### src/rtl/sdspi_cmd_pkg.sv
package sdspi_cmd_pkg;

   typedef enum logic [2:0] {
      ST_IDLE,
      ST_FLUSH,
      ST_READY,
      ST_SEND,
      ST_STUFF,
      ST_RESP,
      ST_OCR,
      ST_FIN
   } fr_state_t;

   localparam logic [1:0] START_PREFIX = 2'b01;
   localparam logic [7:0] IDLE_BYTE    = 8'hFF;
   localparam logic [5:0] IDX_STOP     = 6'd12;
   localparam logic [5:0] IDX_READ_OCR = 6'd58;
   localparam int         ARG_BYTES    = 4;
   localparam int         FRAME_BYTES  = ARG_BYTES + 2;
   localparam int         FIDX_W       = 3;

endpackage

### src/rtl/sdspi_byte_xfer.sv
module sdspi_byte_xfer #(
   parameter int CLK_DIV = 2
) (
   input  logic       clk,
   input  logic       rst_n,
   input  logic       go,
   input  logic [7:0] tx_byte,
   output logic       xdone,
   output logic [7:0] rx_byte,
   output logic       sclk,
   output logic       mosi,
   input  logic       miso
);

   logic       active;
   logic       tick;
   logic [7:0] sh_tx;
   logic [7:0] sh_rx;
   logic [2:0] bitn;

   generate
      if (CLK_DIV < 1) begin : g_bad_div
         $error("CLK_DIV must be at least 1");
      end
      if (CLK_DIV == 1) begin : g_nodiv
         assign tick = active;
      end else begin : g_div
         localparam int DW = $clog2(CLK_DIV);
         logic [DW-1:0] div_cnt;
         always_ff @(posedge clk or negedge rst_n) begin
            if (!rst_n) begin
               div_cnt <= '0;
            end else if (!active) begin
               div_cnt <= '0;
            end else if (div_cnt == DW'(CLK_DIV - 1)) begin
               div_cnt <= '0;
            end else begin
               div_cnt <= div_cnt + 1'b1;
            end
         end
         assign tick = active && (div_cnt == DW'(CLK_DIV - 1));
      end
   endgenerate

   always_ff @(posedge clk or negedge rst_n) begin
      if (!rst_n) begin
         active <= 1'b0;
         sh_tx  <= 8'hFF;
         sh_rx  <= 8'h00;
         bitn   <= 3'd0;
         sclk   <= 1'b0;
         xdone  <= 1'b0;
      end else begin
         xdone <= 1'b0;
         if (!active) begin
            if (go) begin
               active <= 1'b1;
               sh_tx  <= tx_byte;
               bitn   <= 3'd0;
               sclk   <= 1'b0;
            end
         end else if (tick) begin
            if (!sclk) begin
               sclk  <= 1'b1;
               sh_rx <= {sh_rx[6:0], miso};
            end else begin
               sclk <= 1'b0;
               if (bitn == 3'd7) begin
                  active <= 1'b0;
                  xdone  <= 1'b1;
               end else begin
                  bitn  <= bitn + 1'b1;
                  sh_tx <= {sh_tx[6:0], 1'b1};
               end
            end
         end
      end
   end

   assign mosi    = active ? sh_tx[7] : 1'b1;
   assign rx_byte = sh_rx;

endmodule

### src/rtl/sdspi_frame_build.sv
module sdspi_frame_build
   import sdspi_cmd_pkg::*;
#(
   parameter logic [7:0] CRC_BYTE = 8'h95
) (
   input  logic [5:0]             idx,
   input  logic [8*ARG_BYTES-1:0] arg,
   input  logic [FIDX_W-1:0]      sel,
   output logic [7:0]             byte_o
);

   logic [7:0] fr [FRAME_BYTES];

   assign fr[0] = {START_PREFIX, idx};

   genvar g;
   generate
      for (g = 0; g < ARG_BYTES; g++) begin : g_arg
         assign fr[g+1] = arg[8*(ARG_BYTES-g)-1 -: 8];
      end
   endgenerate

   assign fr[FRAME_BYTES-1] = CRC_BYTE;

   always_comb begin
      byte_o = IDLE_BYTE;
      for (int k = 0; k < FRAME_BYTES; k++) begin
         if (sel == FIDX_W'(k)) byte_o = fr[k];
      end
   end

endmodule

### src/rtl/sdspi_wait_timer.sv
module sdspi_wait_timer #(
   parameter int unsigned LIMIT = 5_000_000
) (
   input  logic clk,
   input  logic rst_n,
   input  logic restart,
   output logic expired
);

   localparam int W = $clog2(LIMIT + 1);

   logic [W-1:0] cnt;

   generate
      if (LIMIT < 1) begin : g_bad_limit
         $error("LIMIT must be at least 1");
      end
   endgenerate

   always_ff @(posedge clk or negedge rst_n) begin
      if (!rst_n) begin
         cnt <= '0;
      end else if (restart) begin
         cnt <= '0;
      end else if (cnt != W'(LIMIT)) begin
         cnt <= cnt + 1'b1;
      end
   end

   assign expired = (cnt == W'(LIMIT));

endmodule

### src/rtl/sdspi_cmd_framer.sv
module sdspi_cmd_framer
   import sdspi_cmd_pkg::*;
#(
   parameter int          CLK_DIV           = 4,
   parameter int unsigned READY_WAIT_CYCLES = 5_000_000,
   parameter int          POLL_LIMIT        = 10,
   parameter int          OCR_BYTES         = 4,
   parameter logic [7:0]  CRC_BYTE          = 8'h95
) (
   input  logic                   clk,
   input  logic                   rst_n,
   input  logic                   start,
   input  logic [5:0]             cmd_idx,
   input  logic [31:0]            cmd_arg,
   output logic                   busy,
   output logic                   done,
   output logic [7:0]             resp,
   output logic [8*OCR_BYTES-1:0] extra,
   output logic                   spi_sclk,
   output logic                   spi_mosi,
   input  logic                   spi_miso
);

   localparam int EXTRA_W = 8 * OCR_BYTES;
   localparam int POLL_W  = $clog2(POLL_LIMIT + 1);

   generate
      if (POLL_LIMIT < 1) begin : g_bad_poll
         $error("POLL_LIMIT must be at least 1");
      end
      if (OCR_BYTES < 2 || OCR_BYTES > 8) begin : g_bad_ocr
         $error("OCR_BYTES must lie in 2..8");
      end
   endgenerate

   fr_state_t          st;
   logic [5:0]         idx_q;
   logic [31:0]        arg_q;
   logic [FIDX_W-1:0]  fidx;
   logic [POLL_W-1:0]  pcnt;
   logic               inflight;
   logic               accept;
   logic               xfer_go;
   logic               xfer_done;
   logic [7:0]         xfer_tx;
   logic [7:0]         xfer_rx;
   logic [7:0]         frame_byte;
   logic               rdy_expired;
   logic               in_xfer_state;

   assign accept = (st == ST_IDLE) && start;

   always_comb begin
      case (st)
         ST_FLUSH, ST_READY, ST_SEND, ST_STUFF, ST_RESP, ST_OCR: in_xfer_state = 1'b1;
         default:                                                in_xfer_state = 1'b0;
      endcase
   end

   assign xfer_go = in_xfer_state && !inflight;
   assign xfer_tx = (st == ST_SEND) ? frame_byte : IDLE_BYTE;

   sdspi_frame_build #(
      .CRC_BYTE (CRC_BYTE)
   ) u_frame (
      .idx    (idx_q),
      .arg    (arg_q),
      .sel    (fidx),
      .byte_o (frame_byte)
   );

   sdspi_wait_timer #(
      .LIMIT (READY_WAIT_CYCLES)
   ) u_timer (
      .clk     (clk),
      .rst_n   (rst_n),
      .restart (accept),
      .expired (rdy_expired)
   );

   sdspi_byte_xfer #(
      .CLK_DIV (CLK_DIV)
   ) u_xfer (
      .clk     (clk),
      .rst_n   (rst_n),
      .go      (xfer_go),
      .tx_byte (xfer_tx),
      .xdone   (xfer_done),
      .rx_byte (xfer_rx),
      .sclk    (spi_sclk),
      .mosi    (spi_mosi),
      .miso    (spi_miso)
   );

   always_ff @(posedge clk or negedge rst_n) begin
      if (!rst_n) begin
         inflight <= 1'b0;
      end else if (xfer_go) begin
         inflight <= 1'b1;
      end else if (xfer_done) begin
         inflight <= 1'b0;
      end
   end

   always_ff @(posedge clk or negedge rst_n) begin
      if (!rst_n) begin
         st    <= ST_IDLE;
         idx_q <= '0;
         arg_q <= '0;
         fidx  <= '0;
         pcnt  <= '0;
         resp  <= IDLE_BYTE;
         extra <= '0;
      end else begin
         case (st)
            ST_IDLE: begin
               if (start) begin
                  idx_q <= cmd_idx;
                  arg_q <= cmd_arg;
                  extra <= '0;
                  st    <= ST_FLUSH;
               end
            end
            ST_FLUSH: begin
               if (xfer_done) st <= ST_READY;
            end
            ST_READY: begin
               if (xfer_done) begin
                  if (xfer_rx == IDLE_BYTE) begin
                     fidx <= '0;
                     st   <= ST_SEND;
                  end else if (rdy_expired) begin
                     resp <= IDLE_BYTE;
                     st   <= ST_FIN;
                  end
               end
            end
            ST_SEND: begin
               if (xfer_done) begin
                  if (fidx == FIDX_W'(FRAME_BYTES - 1)) begin
                     pcnt <= '0;
                     st   <= (idx_q == IDX_STOP) ? ST_STUFF : ST_RESP;
                  end else begin
                     fidx <= fidx + 1'b1;
                  end
               end
            end
            ST_STUFF: begin
               if (xfer_done) st <= ST_RESP;
            end
            ST_RESP: begin
               if (xfer_done) begin
                  resp <= xfer_rx;
                  pcnt <= pcnt + 1'b1;
                  if (!xfer_rx[7] || (pcnt == POLL_W'(POLL_LIMIT - 1))) begin
                     if ((idx_q == IDX_READ_OCR) && (xfer_rx == 8'h00)) begin
                        fidx <= '0;
                        st   <= ST_OCR;
                     end else begin
                        st <= ST_FIN;
                     end
                  end
               end
            end
            ST_OCR: begin
               if (xfer_done) begin
                  extra <= {extra[EXTRA_W-9:0], xfer_rx};
                  if (fidx == FIDX_W'(OCR_BYTES - 1)) begin
                     st <= ST_FIN;
                  end else begin
                     fidx <= fidx + 1'b1;
                  end
               end
            end
            ST_FIN: begin
               st <= ST_IDLE;
            end
            default: st <= ST_IDLE;
         endcase
      end
   end

   assign busy = (st != ST_IDLE);
   assign done = (st == ST_FIN);

endmodule

### config.mk
export PLATFORM = sky130hd
export DESIGN_NAME = sdspi_cmd_framer
export DESIGN_NICKNAME = d
export VERILOG_FILES = /design/src/rtl/sdspi_cmd_pkg.sv /design/src/rtl/sdspi_byte_xfer.sv /design/src/rtl/sdspi_frame_build.sv /design/src/rtl/sdspi_wait_timer.sv /design/src/rtl/sdspi_cmd_framer.sv
export SDC_FILE = /design/constraint.sdc
export NUM_CORES = 1
export LEC_CHECK = 0
export BUFFER_PORTS_ARGS = -buffer_cell sky130_fd_sc_hd__buf_2
export CAP_MARGIN = 20
export CORE_MARGIN = 1
export CORE_UTILIZATION = 52
export CTS_CLUSTER_DIAMETER = 60
export DETAILED_ROUTE_END_ITERATION = 16
export PLACE_DENSITY = 0.84
export SLEW_MARGIN = 20
export SYNTH_ARGS = -nofsm -noshare
export SYNTH_HDL_FRONTEND = slang
export SYNTH_HIERARCHICAL = 1
export SYNTH_SLANG_ARGS = --single-unit
### constraint.sdc
create_clock -name clk -period 2.5 [get_ports clk]
set_clock_uncertainty 0.15 [all_clocks]
set_input_delay 0.125 -clock clk [delete_from_list [all_inputs] [get_ports clk]]
set_output_delay 0.125 -clock clk [all_outputs]
set_load 0.02 [all_outputs]
==> metrics.md, run 1 <==
| Metric | Value |
|---|---|
| Run status | `finished with violations` |
| Failing checks | `setup timing` |
| Syn Area/Cell | `12.0 um^2` |
| Layout cells sized above 1 | `35.0%` |
| Setup WS pre-CTS | `0.00716 ns` |
| Max Slew Vio Count | `0` |
| Worst Setup End Kind | `flip-flop` |
| Port bufs | `85` |
| Mapped Nets | `603` |
| Dpl cell area | `7210 um^2` |
| Core area | `12100 um^2` |
| Hold WC Path Type | `primary input to asynchronous set/reset pin` |
| CP Data Required Time | `2.72 ns` |
| Dpl hpwl | `9.66 mm` |
| H-tree levels | `4` |
| Worst vdd ir | `0.559 mV` |
| TritonCTS clock tree | `yes` |
| Drt pass-1 iters | `5` |
| Comb pwr share | `10.8%` |
| Switching Power | `1.46 mW` |
| Sw frac | `26.7%` |
| Yosys reg bits | `136` |
| Max Fclk | `400 MHz` |
| Crit path launch | `u_timer/cnt[13]` |
| Die height | `114 um` |
| Yosys Warn Count | `6` |
| Final WS setup | `-0.000567 ns` |
| WHS | `0.0903 ns` |
| Crit Path Class | `flip-flop to flip-flop` |
| Area Growth Syn to Fin | `25.8%` |
| Critical Path, Cell by Cell | `or4b_4 > or4_4 > nor2_4 > or3b_4 > a21oi_4 > o22a_1` |
| Clk sinks | `136` |
| Post-route cell area | `8210 um^2` |
| # IOs | `86` |
| Post-CTS Setup Repair Bufs | `0` |
| Leak Pwr | `3.79 nW` |
| CP endpoint | `resp[7]` |
| CP arrival | `2.72 ns` |
| Clock network fraction of total power | `44.1%` |
| Slowest stage delay, CP | `0.54 ns` |
| Initial DRC count | `423` |
| Seq/Total Area, Yosys | `52.5%` |
| Worst Max-Slew Pin Slew | `0.679 ns` |
| Clk_lat worst skew | `0.42 ns` |
| Drt via density | `6.02` |
| Post-DRT Antenna Nets | `0` |
| Synth area leader | `dfrtp_1` |
| Routed wire length | `15.7 mm` |
| Antenna violations before repair | `1` |
| Starting Density | `53.9%` |
| Clock transition at path regs | `0.06 ns` |
| Site Rows | `40` |
| GRT overflow | `0` |
| Root Buffer | `clkbuf_16` |
| Pint | `4.03 mW` |
| Setup violations, final | `1` |
| Post-synth ARST share | `100%` |
| Gate count after technology mapping | `546` |
| Gr usage total | `25.9%` |
| Most Crowded Layer GR | `met2` |
| Clock Tree Buf Depth | `2` |
| Met3 usage | `6.80%` |
| Commonest cells after routing, fill and taps aside | `dfrtp_1 (120), buf_2 (84), mux2_2 (64)` |
| Final min period | `2.50 ns` |
| Full die area | `13000 um^2` |
| R2r worst-path depth | `6` |
| Area contributors post-synth | `dfrtp_1 (46%), mux2_2 (11%), dfstp_2 (6.4%), a22o_1 (4.4%), ha_1 (2.9%)` |
| Nets | `736` |
| Sequential cell fraction of total power | `45.1%` |
| RSZ-0062 raised after global routing | `yes` |
| Startpoint Class | `flip-flop` |
| CP max stage cell | `or4b_4` |
| Grt met1 use | `31.0%` |
| Commonest non-fill, non-tap cell in the layout | `dfrtp_1` |
| Pin count of the biggest net entering global routing | `63` |
| Vias | `5179` |
| Critical R2R Capture | `resp[7]` |
| Post-Layout Cell Count | `861` |
| Total power | `5.50 mW` |
| Fin. Hold Viols | `0` |
| Final period utilization | `100%` |
| Die X | `114 um` |
| Synth Cell Area | `6530 um^2` |
| R2R Path Start | `u_timer/cnt[13]` |
| Global-route wire length before repair | `25.7 mm` |
| Routed WL per cell | `18.3 um` |
| Reg2Reg Setup Slack | `-0.0006 ns` |
| Vias in the first global route | `5168` |
| Number of CTS-inserted buffers | `17` |
| Post-route DRC | `0` |
| Synth cell types | `63` |
| Maxcap violations | `0` |
| Post-synth EDFFs | `0` |
| Met2 usage in global routing | `43.1%` |
| Placed cells | `788` |
| Slew margin rel. | `54.6%` |
| Main synth FF type | `dfrtp_1` |
| Crit path max fanout | `8` |
| Top-area cell type share of the netlist area | `46.0%` |
| Final RePlAce weighted congestion | `0.821` |
| Pwr per Cell Area | `669 nW/um^2` |
-- worst max-delay path: cells and delay by family, from the launching register on --
kind,cells,cell delay (ns)
compound gates,2,0.43
flops,1,0.38
simple gates,4,1.49
-- how the worst min path moves through the flow --
stage / startpoint / end / slack, ns
6_report: rst_n / extra[31] / 0.09
2_1_floorplan: rst_n / arg_q[0] / -0.32
5_1_grt: rst_n / u_xfer/rx_byte[1] / 0.14
3_5_place_dp: rst_n / extra[24] / -0.002
4_1_cts: rst_n / u_xfer/rx_byte[3] / 0.10
3_3_place_gp: rst_n / extra[30] / -0.007
-- Yosys cell counts, types with 11 or more instances --
library cell and instances:
nand2_1 17, nand3_1 15, a22o_1 33, inv_1 18
a21oi_1 25, buf_2 11, mux2_2 64, dfstp_2 16
nand2b_1 16, clkbuf_1 14, dfrtp_1 120, ha_1 15
nor2_1 23, o21ai_0 13
-- per-layer routing --
layer  wire length, um  up-vias
met2              7900      237
met4               674        0
met5                 0        -
met3               903       64
li1                  -     2315
met1              6270     2563
-- registers in the layout, indices dropped and copies added, names as in the netlist, 2 cells and up --
| signal | count |
|---|---|
| pcnt | 4 |
| st | 3 |
| u_xfer/bitn | 3 |
| fidx | 3 |
| resp | 8 |
| arg_q | 32 |
| extra | 32 |
| u_xfer/rx_byte | 8 |
| u_xfer/sh_tx | 8 |
| u_xfer/g_div.div_cnt | 2 |
| idx_q | 6 |
| u_timer/cnt | 23 |
-- kinds of logic after synthesis --
family                     Yosys count  synth area share (%)
and+or+nand+nor                    140                  12.8
DFF                                136                  52.5
AOI/OAI and AO/OA                  119                  13.3
muxes                               76                  13.6
buffers and inverters               49                  3.53
adders and majority gates           15                  2.88
xor gates and xnor gates            11                  1.48
-- what timing repair did --
item | 4_1_cts | 5_1_grt
setup endpoints to repair | 1 | 8
pin swaps | 0 | 8
gates resized for setup | 0 | 2
hold buffers | 40 | 0
hold endpoints to repair | 121 | 0
-- final cells by class --
| cell class | instances | area, um^2 |
|---|---|---|
| Antenna cell | 1 | 2.50 |
| Clock buffer | 18 | 439 |
| Clock inverter | 14 | 138 |
| Fill cell | 858 | 3900 |
| Inverter | 19 | 71.3 |
| Multi-Input combinational cell | 361 | 2920 |
| Sequential cell | 136 | 3420 |
| Tap cell | 168 | 210 |
| Timing Repair Buffer | 144 | 1010 |
-- power groups by stage --
| stage | clock, mW | combinational [mW] | sequential, mW |
|---|---|---|---|
| final | 2.43 | 0.593 | 2.48 |
| after global routing | 2.56 | 0.647 | 2.50 |
| after CTS | 2.44 | 0.574 | 2.47 |
| after detailed placement | 0 | 0.518 | 2.51 |
| after global placement | 0 | 0.488 | 2.49 |
| after floorplan | 0 | 0.314 | 2.48 |
-- per-stage QoR --
stage | setup TNS (ns) | utilization, %
2_1_floorplan | 0 | -
3_3_place_gp | 0 | 59.6
3_5_place_dp | 0 | 59.6
4_1_cts | -0.00112 | 67.6
5_1_grt | -0.510 | 67.8
6_report | -0.000567 | 67.8
(Power assumes the default switching activity.)
==> run 2: changes to the inputs <==
--- a/config.mk
+++ b/config.mk
@@ -12,6 +12,7 @@
 export CTS_CLUSTER_DIAMETER = 60
 export DETAILED_ROUTE_END_ITERATION = 16
 export PLACE_DENSITY = 0.84
+export SKIP_CTS_REPAIR_TIMING = 1
 export SLEW_MARGIN = 20
 export SYNTH_ARGS = -nofsm -noshare
 export SYNTH_HDL_FRONTEND = slang
==> metrics.md, run 2 (synthesized netlist as in run 1, its figures left out) <==
| Metric | Value |
|---|---|
| Run status | `finished with violations` |
| Failing checks | `setup timing` |
| Setup WS pre-CTS | `0.00716 ns (unchanged)` |
| Leak Pwr | `3.79 nW (about the same)` |
| Global-route wire length before repair | `23.4 mm (-8.7%)` |
| Startpoint Class | `flip-flop` |
| Final min period | `2.50 ns (+0.00117 ns)` |
| Post-route cell area | `8210 um^2 (about the same)` |
| Clock transition at path regs | `0.06 ns (about the same)` |
| Top Registers | `arg_q: 32 flops, extra: 32 flops, u_timer/cnt: 23 flops` |
| Drt pass-1 iters | `5 (unchanged)` |
| Commonest cells after routing, fill and taps aside | `dfrtp_1 (120), buf_2 (84), mux2_2 (64)` |
| Starting Density | `53.9% (unchanged)` |
| Final WS setup | `-0.00174 ns (-0.00117 ns)` |
| Sequential cell fraction of total power | `45.0% (about the same)` |
| Number of CTS-inserted buffers | `17 (unchanged)` |
| Vias | `5153 (-0.50%)` |
| Post-DRT Antenna Nets | `0 (unchanged)` |
| Drt via density | `5.99 (-0.39%)` |
| Max Fclk | `400 MHz (about the same)` |
| Crit path max fanout | `8 (unchanged)` |
| Switching Power | `1.47 mW (+0.30%)` |
| Maxcap violations | `0 (unchanged)` |
| Final core occ | `67.8% (about the same)` |
| Post-Layout Cell Count | `860 (-0.12%)` |
| Die X | `114 um (unchanged)` |
| Clock Tree Buf Depth | `2 (unchanged)` |
| Final RePlAce weighted congestion | `0.821 (unchanged)` |
| Site Rows | `40 (unchanged)` |
| Full die area | `13000 um^2 (unchanged)` |
| TNS Setup | `-0.00291 ns (-0.00234 ns)` |
| Setup violations, final | `2 (+1)` |
| Nets | `736 (unchanged)` |
| Final period utilization | `100% (about the same)` |
| N_diodes | `0 (-1)` |
| Clock network fraction of total power | `44.2% (about the same)` |
| Dpl cell area | `7210 um^2 (unchanged)` |
| WHS | `0.0960 ns (+0.00572 ns)` |
| Pin count of the biggest net entering global routing | `63 (unchanged)` |
| Total power | `5.50 mW (about the same)` |
| Routed WL per cell | `18.4 um (+0.78%)` |
| H-tree levels | `4 (unchanged)` |
| Hold WC Path Type | `primary input to asynchronous set/reset pin` |
| Max Slew Vio Count | `0 (unchanged)` |
| Crit Path Class | `flip-flop to flip-flop` |
| Clk_lat worst skew | `0.42 ns (about the same)` |
| Layout cells sized above 1 | `35.0% (unchanged)` |
| Core area | `12100 um^2 (unchanged)` |
| Routed wire length | `15.9 mm (+0.67%)` |
| Sw frac | `26.7% (+0.056 points)` |
| Dpl hpwl | `9.66 mm (unchanged)` |
| Pwr per Cell Area | `670 nW/um^2 (+0.12%)` |
| Pint | `4.03 mW (about the same)` |
| GRT overflow | `0 (unchanged)` |
| Area Growth Syn to Fin | `25.8% (about the same)` |
| CP arrival | `2.72 ns (about the same)` |
| Root Buffer | `clkbuf_16` |
| # IOs | `86 (unchanged)` |
| Antenna violations before repair | `0 (-1)` |
| Gr usage total | `23.3% (-2.6 points)` |
| Fin. Hold Viols | `0 (unchanged)` |
| Initial DRC count | `440 (+4.0%)` |
| Die height | `114 um (unchanged)` |
| Port bufs | `85 (unchanged)` |
| Placed cells | `788 (unchanged)` |
| Comb pwr share | `10.8% (about the same)` |
| Worst Max-Slew Pin Slew | `0.680 ns (+0.000463 ns)` |
| CP Data Required Time | `2.71 ns (about the same)` |
| Commonest non-fill, non-tap cell in the layout | `dfrtp_1` |
| Slew margin rel. | `54.6% (about the same)` |
| TritonCTS clock tree | `yes` |
| Worst Setup End Kind | `flip-flop` |
| Clk sinks | `136 (unchanged)` |
| RSZ-0062 raised after global routing | `yes` |
| Vias in the first global route | `4865 (-5.9%)` |
| Post-route DRC | `0 (unchanged)` |
| Worst vdd ir | `0.551 mV (-1.5%)` |
[run 2: cell count changes in the layout (fill, tap and decap cells not counted), sizes merged]
cell,change
diode,-1
[run 2: path summary, 6_finish.rpt]
check	slack [ns]	from	end	cells after the start
worst max-delay path	-0.002	u_timer/cnt[13]	resp[5]	6
worst min-delay path	0.1	rst_n	extra[31]	2
worst max register to register	-0.002	u_timer/cnt[13]	resp[5]	6
worst min register to register	0.32	u_xfer/sh_tx[0]	u_xfer/sh_tx[0]	2
max in group asynchronous	1.28	rst_n	u_xfer/sh_tx[2]	3
min in group clk	0.12	start	st[2]	6
[run 2: critical path: stages (launching register included)]
cell     delay [ns]
dfrtp_1        0.38
or4b_4         0.54
or4_4          0.45
nor2_4         0.10
or3b_4         0.40
a21oi_4        0.25
o22a_1         0.18
[run 2: final cells by class]
type,count,area [um^2]
Fill cell,854,3900
Sequential cell,136,3420
Multi-Input combinational cell,361,2920
Timing Repair Buffer,144,1010
Clock buffer,18,439
Tap cell,168,210
Clock inverter,14,138
Inverter,19,71.3
[run 2: metal layers]
metal	global-route usage, %	wire length (um)	vias up
li1	-	-	2305
met1	29.4	6330	2576
met2	37.9	8180	233
met3	6.22	947	39
met4	9.87	391	0
met5	0	0	-
[run 2: power groups by stage]
stage / clock network [mW] / registers, mW / logic (mW)
final: 2.43 / 2.48 / 0.596
after detailed placement: 0 / 2.51 / 0.518
after global routing: 2.55 / 2.50 / 0.654
after CTS: 2.44 / 2.47 / 0.526
after floorplan: 0 / 2.48 / 0.314
after global placement: 0 / 2.49 / 0.488
